### src/rtl/aes8_pkg.sv
`timescale 1ns/1ps
package aes8_pkg;
  localparam int BYTE_W     = 8;
  localparam int BLK_BYTES  = 16;
  localparam int COL_BYTES  = 4;
  localparam int NUM_ROUNDS = 10;
  localparam int IDX_W      = $clog2(BLK_BYTES);
  localparam int ROUND_CYC  = BLK_BYTES + COL_BYTES;
  localparam int PH_W       = $clog2(ROUND_CYC);
  localparam int RND_W      = $clog2(NUM_ROUNDS + 1);
  localparam int LATENCY    = BLK_BYTES + NUM_ROUNDS * ROUND_CYC;
  localparam int TBL_W      = BYTE_W * (1 << BYTE_W);

  typedef logic [BYTE_W-1:0] byte_t;
  typedef enum logic [1:0] {PH_IDLE, PH_LOAD, PH_ROUND, PH_EMIT} phase_e;

  // multiply by x in GF(2^8) modulo x^8+x^4+x^3+x+1
  function automatic byte_t xtime(input byte_t a);
    return {a[BYTE_W-2:0], 1'b0} ^ (a[BYTE_W-1] ? 8'h1b : 8'h00);
  endfunction

  // substitution table built at elaboration: walk the multiplicative group
  // with generator 3 and its inverse in step, then apply the affine map
  function automatic logic [TBL_W-1:0] build_sbox();
    logic [TBL_W-1:0] t;
    byte_t p, q, x;
    t = '0;
    p = 8'h01;
    q = 8'h01;
    for (int n = 0; n < 255; n++) begin
      p = p ^ xtime(p);
      q = q ^ {q[6:0], 1'b0};
      q = q ^ {q[5:0], 2'b00};
      q = q ^ {q[3:0], 4'b0000};
      if (q[7]) q = q ^ 8'h09;
      x = q ^ {q[6:0], q[7]} ^ {q[5:0], q[7:6]} ^ {q[4:0], q[7:5]} ^ {q[3:0], q[7:4]};
      t[{p, 3'b000} +: BYTE_W] = x ^ 8'h63;
    end
    t[BYTE_W-1:0] = 8'h63;
    return t;
  endfunction
endpackage

### src/rtl/aes8_sbox.sv
`timescale 1ns/1ps
module aes8_sbox
  import aes8_pkg::*;
(
  input  byte_t din,
  output byte_t dout
);
  localparam logic [TBL_W-1:0] TBL = build_sbox();

  assign dout = TBL[{din, 3'b000} +: BYTE_W];
endmodule

### src/rtl/aes8_colser.sv
`timescale 1ns/1ps
module aes8_colser
  import aes8_pkg::*;
(
  input  logic  clk,
  input  logic  cap_en,
  input  logic  col_load,
  input  logic  bypass_mix,
  input  byte_t sub_byte,
  output byte_t ser_byte
);
  localparam int SH_W  = (COL_BYTES - 1) * BYTE_W;
  localparam int COL_W = COL_BYTES * BYTE_W;

  logic [SH_W-1:0]  gather_q;
  logic [COL_W-1:0] p2s_q;
  logic [COL_W-1:0] col_raw, col_mix, col_sel;
  byte_t            a [COL_BYTES];

  // three earlier bytes from the gather register, fourth straight from the S-box
  generate
    for (genvar i = 0; i < COL_BYTES - 1; i++) begin : g_gather
      assign a[i] = gather_q[i*BYTE_W +: BYTE_W];
    end
  endgenerate
  assign a[COL_BYTES-1] = sub_byte;

  // out[r] = 2*a[r] ^ 3*a[r+1] ^ a[r+2] ^ a[r+3]
  generate
    for (genvar r = 0; r < COL_BYTES; r++) begin : g_mix
      assign col_raw[r*BYTE_W +: BYTE_W] = a[r];
      assign col_mix[r*BYTE_W +: BYTE_W] =
          xtime(a[r] ^ a[(r+1)%COL_BYTES]) ^ a[(r+1)%COL_BYTES]
        ^ a[(r+2)%COL_BYTES] ^ a[(r+3)%COL_BYTES];
    end
  endgenerate

  assign col_sel  = bypass_mix ? col_raw : col_mix;
  assign ser_byte = p2s_q[BYTE_W-1:0];

  always_ff @(posedge clk) begin
    if (cap_en) gather_q <= {sub_byte, gather_q[SH_W-1:BYTE_W]};
    if (col_load) p2s_q <= col_sel;
    else          p2s_q <= {{BYTE_W{1'b0}}, p2s_q[COL_W-1:BYTE_W]};
  end
endmodule

### src/rtl/aes8_keysched.sv
`timescale 1ns/1ps
module aes8_keysched
  import aes8_pkg::*;
(
  input  logic             clk,
  input  logic             ld_en,
  input  logic [IDX_W-1:0] ld_idx,
  input  byte_t            ld_byte,
  input  logic             upd_en,
  input  logic [IDX_W-1:0] upd_idx,
  input  byte_t            rcon,
  input  logic [IDX_W-1:0] rk_idx,
  output byte_t            rk_byte
);
  byte_t            kq [BLK_BYTES];
  byte_t            rot_byte, sub_byte, feed;
  logic [IDX_W-1:0] rot_idx;

  // last word, rotated by one byte, feeds the key S-box
  assign rot_idx  = {2'b11, upd_idx[1:0] + 2'd1};
  assign rot_byte = kq[rot_idx];

  aes8_sbox u_ksbox (.din(rot_byte), .dout(sub_byte));

  // first word mixes in the substituted word and rcon; later words chain on
  // the word just updated, which is also the round key byte being read out
  assign feed = (upd_idx < IDX_W'(COL_BYTES))
              ? (sub_byte ^ ((upd_idx == '0) ? rcon : 8'h00))
              : kq[upd_idx - IDX_W'(COL_BYTES)];

  assign rk_byte = kq[rk_idx];

  always_ff @(posedge clk) begin
    if (ld_en)       kq[ld_idx]  <= ld_byte;
    else if (upd_en) kq[upd_idx] <= kq[upd_idx] ^ feed;
  end
endmodule

### src/rtl/aes8_core.sv
`timescale 1ns/1ps
module aes8_core
  import aes8_pkg::*;
(
  input  logic  clk,
  input  logic  rst,
  input  logic  blk_start,
  input  byte_t pt_byte,
  input  byte_t key_byte,
  output byte_t ct_byte,
  output logic  ct_valid
);
  localparam int MEM_AW = IDX_W + 1;

  phase_e           phase_q;
  logic [PH_W-1:0]  cnt_q;
  logic [RND_W-1:0] round_q;
  byte_t            rcon_q;
  logic             bank_q;

  byte_t            st_mem [2*BLK_BYTES];
  logic [IDX_W-1:0] rd_idx, ark_idx, cnt_idx;
  logic [1:0]       row_sel, col_sel;
  byte_t            rd_byte, sub_byte, ser_byte, rk_byte;
  logic             in_sub, in_ark, ld_en, col_load, last_round;
  logic             mem_we;
  logic [MEM_AW-1:0] mem_wa;
  byte_t            mem_wd;

  assign cnt_idx    = cnt_q[IDX_W-1:0];
  assign in_sub     = (phase_q == PH_ROUND) && (cnt_q < PH_W'(BLK_BYTES));
  assign in_ark     = (phase_q == PH_ROUND) && (cnt_q >= PH_W'(COL_BYTES));
  assign ark_idx    = IDX_W'(cnt_q - PH_W'(COL_BYTES));
  assign ld_en      = ((phase_q == PH_IDLE) && blk_start) || (phase_q == PH_LOAD);
  assign col_load   = in_sub && (cnt_q[1:0] == 2'b11);
  assign last_round = (round_q == RND_W'(NUM_ROUNDS));

  // ShiftRows as a read-address permutation: output byte (row r, col c)
  // comes from source column (c + r) mod 4 of the same row
  assign row_sel = cnt_q[1:0];
  assign col_sel = cnt_q[3:2];
  assign rd_idx  = (phase_q == PH_ROUND) ? {col_sel + row_sel, row_sel} : cnt_idx;
  assign rd_byte = st_mem[{bank_q, rd_idx}];

  aes8_sbox u_ssbox (.din(rd_byte), .dout(sub_byte));

  aes8_colser u_colser (
    .clk        (clk),
    .cap_en     (in_sub),
    .col_load   (col_load),
    .bypass_mix (last_round),
    .sub_byte   (sub_byte),
    .ser_byte   (ser_byte)
  );

  aes8_keysched u_keys (
    .clk     (clk),
    .ld_en   (ld_en),
    .ld_idx  (cnt_idx),
    .ld_byte (key_byte),
    .upd_en  (in_sub),
    .upd_idx (cnt_idx),
    .rcon    (rcon_q),
    .rk_idx  (ark_idx),
    .rk_byte (rk_byte)
  );

  // single write port: load fills bank 0, rounds fill the idle bank
  always_comb begin
    mem_we = 1'b0;
    mem_wa = '0;
    mem_wd = '0;
    if (ld_en) begin
      mem_we = 1'b1;
      mem_wa = {1'b0, cnt_idx};
      mem_wd = pt_byte ^ key_byte;
    end else if (in_ark) begin
      mem_we = 1'b1;
      mem_wa = {~bank_q, ark_idx};
      mem_wd = ser_byte ^ rk_byte;
    end
  end

  always_ff @(posedge clk) begin
    if (mem_we) st_mem[mem_wa] <= mem_wd;
  end

  always_ff @(posedge clk) begin
    if (rst) begin
      phase_q  <= PH_IDLE;
      cnt_q    <= '0;
      round_q  <= '0;
      rcon_q   <= 8'h01;
      bank_q   <= 1'b0;
      ct_valid <= 1'b0;
      ct_byte  <= '0;
    end else begin
      ct_valid <= 1'b0;
      ct_byte  <= '0;
      case (phase_q)
        PH_IDLE: begin
          if (blk_start) begin
            phase_q <= PH_LOAD;
            cnt_q   <= PH_W'(1);
            bank_q  <= 1'b0;
          end
        end
        PH_LOAD: begin
          if (cnt_q == PH_W'(BLK_BYTES - 1)) begin
            phase_q <= PH_ROUND;
            cnt_q   <= '0;
            round_q <= RND_W'(1);
            rcon_q  <= 8'h01;
          end else begin
            cnt_q <= cnt_q + 1'b1;
          end
        end
        PH_ROUND: begin
          if (cnt_q == PH_W'(ROUND_CYC - 1)) begin
            cnt_q  <= '0;
            bank_q <= ~bank_q;
            if (last_round) begin
              phase_q <= PH_EMIT;
            end else begin
              round_q <= round_q + 1'b1;
              rcon_q  <= xtime(rcon_q);
            end
          end else begin
            cnt_q <= cnt_q + 1'b1;
          end
        end
        PH_EMIT: begin
          ct_valid <= 1'b1;
          ct_byte  <= rd_byte;
          if (cnt_q == PH_W'(BLK_BYTES - 1)) begin
            phase_q <= PH_IDLE;
            cnt_q   <= '0;
            round_q <= '0;
          end else begin
            cnt_q <= cnt_q + 1'b1;
          end
        end
        default: phase_q <= PH_IDLE;
      endcase
    end
  end
endmodule

### config.mk
export PLATFORM = sky130hd
export DESIGN_NAME = aes8_core
export DESIGN_NICKNAME = d
export VERILOG_FILES = /design/src/rtl/aes8_pkg.sv /design/src/rtl/aes8_sbox.sv /design/src/rtl/aes8_colser.sv /design/src/rtl/aes8_keysched.sv /design/src/rtl/aes8_core.sv
export SDC_FILE = /design/constraint.sdc
export NUM_CORES = 1
export LEC_CHECK = 0
export BUFFER_PORTS_ARGS = -buffer_cell sky130_fd_sc_hd__buf_2
export CAP_MARGIN = 5
export CORE_ASPECT_RATIO = 2
export CORE_MARGIN = 2
export CORE_UTILIZATION = 35
export CTS_CLUSTER_DIAMETER = 100
export CTS_CLUSTER_SIZE = 10
export DETAILED_ROUTE_END_ITERATION = 7
export PLACE_DENSITY = 0.46
export REMOVE_ABC_BUFFERS = 1
export SLEW_MARGIN = 10
export SYNTH_ARGS = -nofsm -noshare
export SYNTH_HDL_FRONTEND = slang
export SYNTH_SLANG_ARGS = --single-unit
### constraint.sdc
create_clock -name clk -period 12.7 [get_ports clk]
set_clock_uncertainty 0.1 [all_clocks]
set_input_delay 2.54 -clock clk [delete_from_list [all_inputs] [get_ports clk]]
set_output_delay 2.54 -clock clk [all_outputs]
set_load 0.03 [all_outputs]
# == After elaboration in Yosys (flattened, before gate mapping) ==
# Memory sizes are Yosys's and may differ from the RTL's. A register that Yosys moved wholly into a read port is not among the register bits.
# Cells that the tools add are included.
# classes
n_addsub,6
magnitude_cmp,3
n_eq_ne,13
shift,2
muxes,49
bitwise_logic,28
n_reduce_logical,16
# op_table
cell,n
indexed part select 2048 x 12 -> 8 bit (first input constant),2
XOR 8 bit,24
2-to-1 mux 8 bit,8
2-to-1 mux 5 bit,10
2-to-1 mux 32 bit,1
2-to-1 mux 4 bit,7
2-to-1 mux 24 bit,1
case mux 8 bit (2 select lines),1
case mux 5 bit (3 select lines),1
2-to-1 mux 1 bit,12
case mux 4 bit (3 select lines),1
2-to-1 mux 2 bit,5
AND reduction 5 bit,2
case mux 2 bit (4 select lines),1
subtractor 4 x 3 -> 4 bit (second input constant),2
XOR 8 x 5 -> 8 bit,1
== test 2 bit (second input constant),3
!= test 2 x 1 -> 1 bit (second input constant),3
!= test 2 bit (second input constant),3
adder 5 x 1 -> 5 bit (second input constant),1
== test 5 x 4 -> 1 bit (second input constant),1
== test 5 bit (second input constant),1
greater-or-equal comparator 5 x 3 -> 1 bit (second input constant),1
< comparator 5 bit (second input constant),1
18 further kinds,24
# totals
register_bits,85
ram_bits,384
inputBits,19
elab_cells,129
memories,2
# mem_list
name,words,word_bits,rd,rd_ports_with_merged_regs,write_ports,line,rtl
st_mem,32,8,1,0,1,aes8_core.sv:21,byte_t st_mem [2*BLK_BYTES];
u_keys.kq,16,8,4,1,1,aes8_keysched.sv:15,byte_t kq [BLK_BYTES];

# == Longest topological paths before layout ==
# Gate-level depths: netlist of the first run.
# An unclocked memory read counts as a cell.
# depth
depth_word,12
mapped_depth,30
ltp_nobuf,20

# == Hierarchy ==
# Synthesis of the first run repeated with hierarchy kept, for this count alone.
# unflattened
hier_cells,2385
area_unflattened_um2,29030.3
# by_module_without_submodules
mod,n_inst,cells_each,area_per_inst_um2,seq_area_each_um2
aes8_core,1,666,11791.3,8267.9
aes8_keysched,1,413,7236.9,3843.7
aes8_sbox,2,542,3390.8,0.0
aes8_colser,1,222,3220.6,1361.3

# == Worst setup path before layout of the first run ==
# Ideal clock, no wire load.
# synth_timing
path_type,reg2reg
start,register cnt_q[0]
end,"memory u_keys.kq[0][7] in the netlist's numbering, data pin"
t_arrival_ns,7.154
path_slack_ns,5.115
stages_incl_launch_ff,29
synth_period_minus_slack_ns,7.585
path_cell_list,dfxtp_1 buf_6 buf_8 buf_6 buf_6 buf_2 buf_2 buf_1 clkbuf_1 inv_1 ha_1 buf_1 mux4_2 clkbuf_1 inv_1 clkbuf_1 buf_1 buf_1 ha_1 o21ai_0 a311oi_1 a21oi_1 nand2_1 o21ai_0 o21ai_0 xnor2_1 mux2i_1 xor2_1 o21ai_0
# synth_via
elab_chain_cells,7
word_cells_on_any_way,16
# synth_rtl
element,line,rtl
"start, declared",aes8_core.sv:16,logic [PH_W-1:0] cnt_q;
"start signal, assigned",aes8_core.sv:115,cnt_q <= cnt_q + 1'b1;
"start signal, assigned",aes8_core.sv:129,cnt_q <= cnt_q + 1'b1;
"start signal, assigned",aes8_core.sv:140,cnt_q <= cnt_q + 1'b1;
adder 2 x 1 -> 2 bit,aes8_keysched.sv:20,"assign rot_idx = {2'b11, upd_idx[1:0] + 2'd1};"
memory read (16 x 8 bit),n/a,
indexed part select 2048 x 12 -> 8 bit,aes8_sbox.sv:10,"assign dout = TBL[{din, 3'b000} +: BYTE_W];"
XOR 8 bit,aes8_keysched.sv:28,? (sub_byte ^ ((upd_idx == '0) ? rcon : 8'h00))
2-to-1 mux 8 bit,aes8_keysched.sv:28,
XOR 8 bit,aes8_keysched.sv:35,else if (upd_en) kq[upd_idx] <= kq[upd_idx] ^ feed;
2-to-1 mux 8 bit (no line) (*),n/a,
"end, declared",aes8_keysched.sv:15,
# Mark *: on every way between the ends. The rest lies on a longest branch, timed or not.

# == Final worst setup path of the first run ==
# layout_timing
start,register cnt_q[0]
end,"memory u_keys.kq[9][1] in the netlist's numbering, data pin"
# The elaborated chain is that of the path after synthesis.

==> flow_metrics.env, run 1 <==
export IMPL_slew_viol_final=0
export IMPL_layout_commonest_cell="edfxtp_1"
export IMPL_synth_top_area_share_pct=44.3
export IMPL_maxSlewHeadroom_pct=19.3
export IMPL_reg2reg_to="u_keys.kq[9][1]$_DFFE_PP_"
export IMPL_synthXorXnorAreaFrac_pct=4.88
export IMPL_place_gp_congestion=0.988
export IMPL_synth_top_family_by_area="compound AO/OA/AOI/OAI gates"
export IMPL_fin_nets=2378
export IMPL_finalCriticalPeriod_ps=7780
export IMPL_cts_made_buffers=53
export IMPL_hpwl_um=71500
export IMPL_setup_ws_ps=4920
export IMPL_finalCritPeriodShare_pct=61.3
export IMPL_synth_area_mux_share_pct=14.0
export IMPL_dr_pass1_iters=7
export IMPL_vias_per_cell=6.26
export IMPL_syn_mean_instance_area_um2=11.7
export IMPL_drt_wl_total_um=104000
export IMPL_drive_gt1_share_pct=15.4
export IMPL_die_h_um=401
export IMPL_required_ps=12950
export IMPL_synth_compound_area_share_pct=15.7
export IMPL_synth_cell_type_count=95
export IMPL_hold_path_class="reg -> reg"
export IMPL_rr_worst_depth=18
export IMPL_yosys_area_top_type="edfxtp_1"
export IMPL_grt_pass1_vias=21400
export IMPL_cts_resized=0
export IMPL_antenna_found_initial=2
export IMPL_mostFrequentLayoutCells="edfxtp_1 (408), nor2_1 (209), nand2_1 (206), mux4_2 (154), o21ai_0 (143)"
export IMPL_clock_fmax_mhz=129
export IMPL_clockBufferDepth=3
export IMPL_yosysWarnings=0
export IMPL_start_util_pct=35.4
export IMPL_worst_pin_slew_ps=1200
export IMPL_synthTopCellsByArea="edfxtp_1 (44%), mux4_2 (13%), dfxtp_1 (4.7%)"
export IMPL_clock_sinks=473
export IMPL_postRouteAntennaNets=0
export IMPL_initialDrtViolationCount=2526
export IMPL_die_x_um=203
export IMPL_synthCells=2372
export IMPL_core_rowCount=145
export IMPL_crit_chain="buf_12 -> inv_1 -> ha_1 -> mux4_2 -> buf_4 -> clkinv_1 -> ha_1 -> nand2_1 -> a21oi_1 -> a311o_1 -> a31oi_1 -> a211oi_1 -> a21oi_1 -> xor2_1 -> mux2i_1 -> xor2_1 -> o21ai_0 -> buf_4"
export IMPL_endpoint_kind="register"
export IMPL_wl_per_cell_um=30.9
export IMPL_synth_area_um2=27600
export IMPL_core_um2=78200
export IMPL_slowest_stage="ha_1"
export IMPL_synthFlopType="edfxtp_1"
export IMPL_drv_cap=0
export IMPL_grt_ovfl_total=0
export IMPL_area_growth_pct=9.06
export IMPL_port_buffers=27
export IMPL_ys_seq_area_share_pct=49.0
export IMPL_synthArstFlopShare_pct=0
export IMPL_dp_slack_ps=4940
export IMPL_die_area_um2=81400
export IMPL_path_clk_slew_ps=60
export IMPL_final_cells=3364
export IMPL_cts_tree="done"
export IMPL_vias=21100
export IMPL_crit_fanout=81
export IMPL_ioPinCount=28
export IMPL_n_fill_cell=7520
export IMPL_hold_viol_final=0
export IMPL_rrSetupSlack_ps=4920
export IMPL_htree_num_levels=2
export IMPL_drc=0
export IMPL_dp_cells=3288
export IMPL_whs_ps=329
export IMPL_clock_latency_ps=610
export IMPL_cts_setup_buffers=0
export IMPL_synth_seq_cells=473
export IMPL_yosys_area_share_adder_pct=2.04
export IMPL_min_to="u_colser.p2s_q[23]$_DFF_P_"
export IMPL_grt_max_degree=82
export IMPL_setup_viol=0
export IMPL_grt_pass1_wl_um=151000
export IMPL_cp_start_kind="register"
export IMPL_grt_total_usage_pct=25.2
export IMPL_synth_edff_count=408
export IMPL_rsz0062_at_grt="false"
export IMPL_max_stage_delay_ps=1070
export IMPL_yosys_area_share_simple_pct=10.5
export IMPL_worstSetupPathType="reg -> reg"
export IMPL_status="finished clean"
export IMPL_hold_buffers=0
export IMPL_holdPathStages=2
export IMPL_clockRootBuffer="clkbuf_16"
export IMPL_crit_arrival_ps=8030
export IMPL_regToRegStartpoint="cnt_q[0]$_SDFFE_PP0N_"
export IMPL_min_from="u_colser.p2s_q[31]$_SDFF_PN0_"
export IMPL_setup_tns_final_ps=0
## registers in the layout (all words and copies together), names as in the netlist, named ones only
register,cells
st_mem,256
bank_q,1
ct_byte,8
rcon_q,8
cnt_q,5
round_q,4
u_colser.p2s_q,32
phase_q,2
u_keys.kq,128
ct_valid,1
u_colser.gather_q,24
## synth_stat cells (9+ instances only)
| cell type | number |
|---|---|
| o22ai_1 | 23 |
| edfxtp_1 | 408 |
| o311ai_0 | 21 |
| o21a_1 | 9 |
| nor2_1 | 210 |
| a311oi_1 | 15 |
| a21oi_1 | 132 |
| xnor2_1 | 113 |
| a311o_1 | 9 |
| dfxtp_1 | 65 |
| a211oi_1 | 32 |
| xor2_1 | 31 |
| a2111oi_0 | 10 |
| a31oi_1 | 32 |
| nor3_1 | 45 |
| a22oi_1 | 21 |
| buf_1 | 35 |
| nand4_1 | 9 |
| inv_1 | 28 |
| o31ai_1 | 10 |
| and3_1 | 34 |
| o21ai_0 | 143 |
| buf_2 | 39 |
| buf_4 | 11 |
| ha_1 | 45 |
| clkbuf_1 | 110 |
| o211ai_1 | 53 |
| o221ai_1 | 15 |
| a221oi_1 | 15 |
| mux4_2 | 154 |
| nand2b_1 | 15 |
| and2_1 | 13 |
| mux2i_1 | 31 |
| nand2_1 | 206 |
| nand3_1 | 64 |
## final cells by class
cell class                 instances  area, um^2  share of cell area, %
multi-input combinational       1659       13100                   43.4
tap                             1029        1290                   4.27
clock inverter                     5        66.3                  0.220
timing repair buffer              93         643                   2.13
antenna                            1        2.50                0.00830
clock buffer                      70        1390                   4.61
sequential                       473       13600                   45.0
inverter                          34         129                  0.427
## worst max-delay path, delay by kind of cell (launching register included)
family	cells	cell delay, ps
XOR/XNOR	2	590
AND/OR/NAND/NOR	1	440
multiplexers	2	520
AO/OA/AOI/OAI	6	1330
adder cells (fa/ha/maj)	2	1880
flip-flops	1	820
buffers and inverters	5	1730
## worst max path at each step
stage | startpoint | end
final | cnt_q[0]$_SDFFE_PP0N_ | u_keys.kq[9][1]$_DFFE_PP_
after global routing | cnt_q[0]$_SDFFE_PP0N_ | u_keys.kq[4][2]$_DFFE_PP_
after CTS | cnt_q[0]$_SDFFE_PP0N_ | u_keys.kq[11][2]$_DFFE_PP_
after detailed placement | cnt_q[0]$_SDFFE_PP0N_ | u_keys.kq[8][2]$_DFFE_PP_
after global placement | cnt_q[0]$_SDFFE_PP0N_ | u_keys.kq[8][2]$_DFFE_PP_
after floorplan | cnt_q[0]$_SDFFE_PP0N_ | u_keys.kq[0][2]$_DFFE_PP_
## through the flow
step | util (%) | cell area (um^2)
floorplan | - | 26700
global placement | 36.7 | 28700
detailed placement | 36.7 | 28700
CTS | 38.6 | 30200
global route | 38.6 | 30200
finish | 38.6 | 30200
## cells by family (layout without fill, tap and decap cells)
| logic type | after synthesis | count (layout) |
|---|---|---|
| XOR/XNOR | 149 | 149 |
| other | 0 | 1 |
| AND/OR/NAND/NOR | 642 | 642 |
| multiplexers | 191 | 191 |
| buffers and inverters | 240 | 202 |
| flip-flops | 473 | 473 |
| AO/OA/AOI/OAI | 632 | 632 |
| adder cells (fa/ha/maj) | 45 | 45 |
## metal layers
metal  track usage, %  vias to the layer above  routed length [um]
met1             27.6                    10500               35700
met5                0                        -                  10
li1                 -                     9116                   -
met4             14.5                        2                7160
met2             46.8                     1063               55500
met3             2.61                      347                5510
Power of run 1 is left out: the tool's default activity adds up to more than one toggle a clock period on the data nets, which glitch-free logic cannot reach.
==> run 2, diff against run 1 <==
Settings changed: ABC_AREA from default to 1.
Clock period 12.7 ns to 7.4 ns, I/O delays scaled along.
==> flow_metrics.env, run 2 <==
export IMPL_synthCells=3435
export IMPL_worstPathBufferInverterCount=5
export IMPL_cts_resized=0
export IMPL_core_rowCount=147
export IMPL_whs_ps=325
export IMPL_synth_edff_count=408
export IMPL_slowest_stage="a31oi_1"
export IMPL_grt_ovfl_total=0
export IMPL_fin_nets=3463
export IMPL_vias_per_cell=5.77
export IMPL_crit_chain="inv_2 -> ha_1 -> inv_1 -> nand3_1 -> nand2_1 -> inv_1 -> nor2_2 -> inv_1 -> nand2_1 -> nand2_1 -> o21ai_0 -> o21ai_0 -> o22ai_1 -> o211ai_1 -> nand3b_1 -> nand3_1 -> nand2_1 -> nand2_1 -> a31oi_1 -> buf_4"
export IMPL_finalCritPeriodShare_pct=92.8
export IMPL_die_h_um=407
export IMPL_antenna_found_initial=0
export IMPL_synthFlopType="edfxtp_1"
export IMPL_postRouteAntennaNets=0
export IMPL_largest_register_ffs=256
export IMPL_vias=25800
export IMPL_synth_cell_type_count=61
export IMPL_path_clk_slew_ps=60
export IMPL_slew_viol_final=0
export IMPL_die_x_um=206
export IMPL_antenna_cells=0
export IMPL_crit_start="cnt_q[0]$_SDFFE_PP0N_"
export IMPL_cp_start_kind="register"
export IMPL_hold_viol_final=0
export IMPL_grt_pass1_vias=25700
export IMPL_clock_fmax_mhz=146
export IMPL_start_util_pct=35.4
export IMPL_n_fill_cell=8224
export IMPL_ys_top_cells_by_count="nand2_1 (922), nand3_1 (530), edfxtp_1 (408)"
export IMPL_yosys_area_top_type="edfxtp_1"
export IMPL_endpoint_kind="register"
export IMPL_cts_setup_buffers=0
export IMPL_syn_mean_instance_area_um2=8.28
export IMPL_synth_top_area_share_pct=43.1
export IMPL_mostFrequentLayoutCells="nand2_1 (921), nand3_1 (530), edfxtp_1 (408), inv_1 (275), a21oi_1 (175)"
export IMPL_crit_top_cell="nand2_1"
export IMPL_hold_path_class="reg -> reg"
export IMPL_drt_wl_total_um=123000
export IMPL_clock_sinks=473
export IMPL_regMostFlops="st_mem"
export IMPL_core_um2=80400
export IMPL_clockBufferDepth=3
export IMPL_regToRegStartpoint="cnt_q[0]$_SDFFE_PP0N_"
export IMPL_clock_latency_ps=640
export IMPL_status="finished clean"
export IMPL_finalCriticalPeriod_ps=6870
export IMPL_layout_commonest_cell="nand2_1"
export IMPL_grt_total_usage_pct=29.0
export IMPL_worstSetupPathType="reg -> reg"
export IMPL_wl_per_cell_um=27.4
export IMPL_ys_seq_area_share_pct=47.6
export IMPL_critPathTopFamily="simple AND/OR/NAND/NOR gates"
export IMPL_drc=0
export IMPL_max_stage_delay_ps=810
export IMPL_place_gp_congestion=1.03
export IMPL_largestRegisters="st_mem (256), u_keys.kq (128), u_colser.p2s_q (32)"
export IMPL_drv_cap=0
export IMPL_ioPinCount=28
export IMPL_clockRootBuffer="clkbuf_16"
export IMPL_grt_pass1_wl_um=177000
export IMPL_synth_most_common_cell="nand2_1"
export IMPL_synthTopCellsByArea="edfxtp_1 (43%), nand2_1 (12%), nand3_1 (9.3%)"
export IMPL_crit_fanout=14
export IMPL_drive_gt1_share_pct=8.19
export IMPL_synth_seq_cells=473
export IMPL_yosysWarnings=0
export IMPL_area_growth_pct=8.73
export IMPL_required_ps=7790
export IMPL_grt_max_degree=79
export IMPL_setup_viol=0
export IMPL_hold_buffers=0
export IMPL_synthArstFlopShare_pct=0
export IMPL_cts_made_buffers=53
export IMPL_maxSlewHeadroom_pct=13.8
export IMPL_synth_area_um2=28400
export IMPL_rsz0062_at_grt="false"
export IMPL_htree_num_levels=2
export IMPL_dr_pass1_iters=6
export IMPL_die_area_um2=83700
export IMPL_port_buffers=27
export IMPL_cts_tree="done"
export IMPL_initialDrtViolationCount=2562
export IMPL_crit_arrival_ps=7260
export IMPL_hpwl_um=86300
export IMPL_worst_pin_slew_ps=1290
export IMPL_setup_tns_final_ps=0
export IMPL_min_from="u_colser.p2s_q[17]$_DFF_P_"
-- run 2: cell count changes after synthesis, sizes merged, moves of 33 or more --
cell / change
nor3: -35
and3: -34
xnor2: -82
nand3: +486
nand2: +749
a21oi: +43
o21ai: +48
clkbuf: -49
inv: +262
buf: +33
mux4: -154
-- run 2: routing by layer --
layer	GRT usage [%]	vias to the layer above	wire length, um
li1	-	11700	-
met1	31.1	12500	42500
met2	52.8	1224	64100
met3	3.07	385	6270
met4	19.4	0	9700
met5	0	-	0
-- run 2: cells by family (layout without fill, tap and decap cells) --
logic type	count (synthesis)	in the layout	share of synthesized area (%)
DFF	473	473	47.6
and+or+nand+nor	1756	1756	27.1
muxes	25	25	0.924
adders and majority gates	45	45	1.98
xor gates and xnor gates	88	88	2.76
AOI/OAI and AO/OA	563	563	11.8
buffers and inverters	485	482	7.76
-- run 2: final cells by class --
class,count,area [um^2],area share (%)
clock inverter,4,63.8,0.206
sequential,473,13600,43.9
multi-input combinational,2477,12700,41.2
inverter,295,1110,3.59
timing repair buffer,99,701,2.27
clock buffer,84,1440,4.66
tap,1043,1310,4.22
-- run 2: stage by stage --
| stage | cells | worst slack, ps | utilization, % | area [um^2] |
|---|---|---|---|---|
| final | 4475 | 532 | 38.5 | 30900 |
| after global routing | 4475 | 388 | 38.5 | 30900 |
| after CTS | 4475 | 756 | 38.5 | 30900 |
| after detailed placement | 4387 | 805 | 36.6 | 29400 |
| after global placement | 4386 | 743 | 36.6 | 29400 |
| after floorplan | 3245 | -696 | - | 27300 |
-- run 2: worst min-delay path, cell delays in order (launching register included) --
cell,delay [ps]
dfxtp_1,310
nand2_1,40
nand2_1,50
-- run 2: path summary, 6_finish.rpt --
path / endpoint / slack (ps) / cells after the start
setup / recovery: u_keys.kq[8][5]$_DFFE_PP_ / 530 / 20
hold / removal: u_colser.p2s_q[9]$_DFF_P_ / 330 / 2
setup reg to reg: u_keys.kq[8][5]$_DFFE_PP_ / 530 / 20
hold reg to reg: u_colser.p2s_q[9]$_DFF_P_ / 330 / 2
Power of run 2 is left out for the same reason.
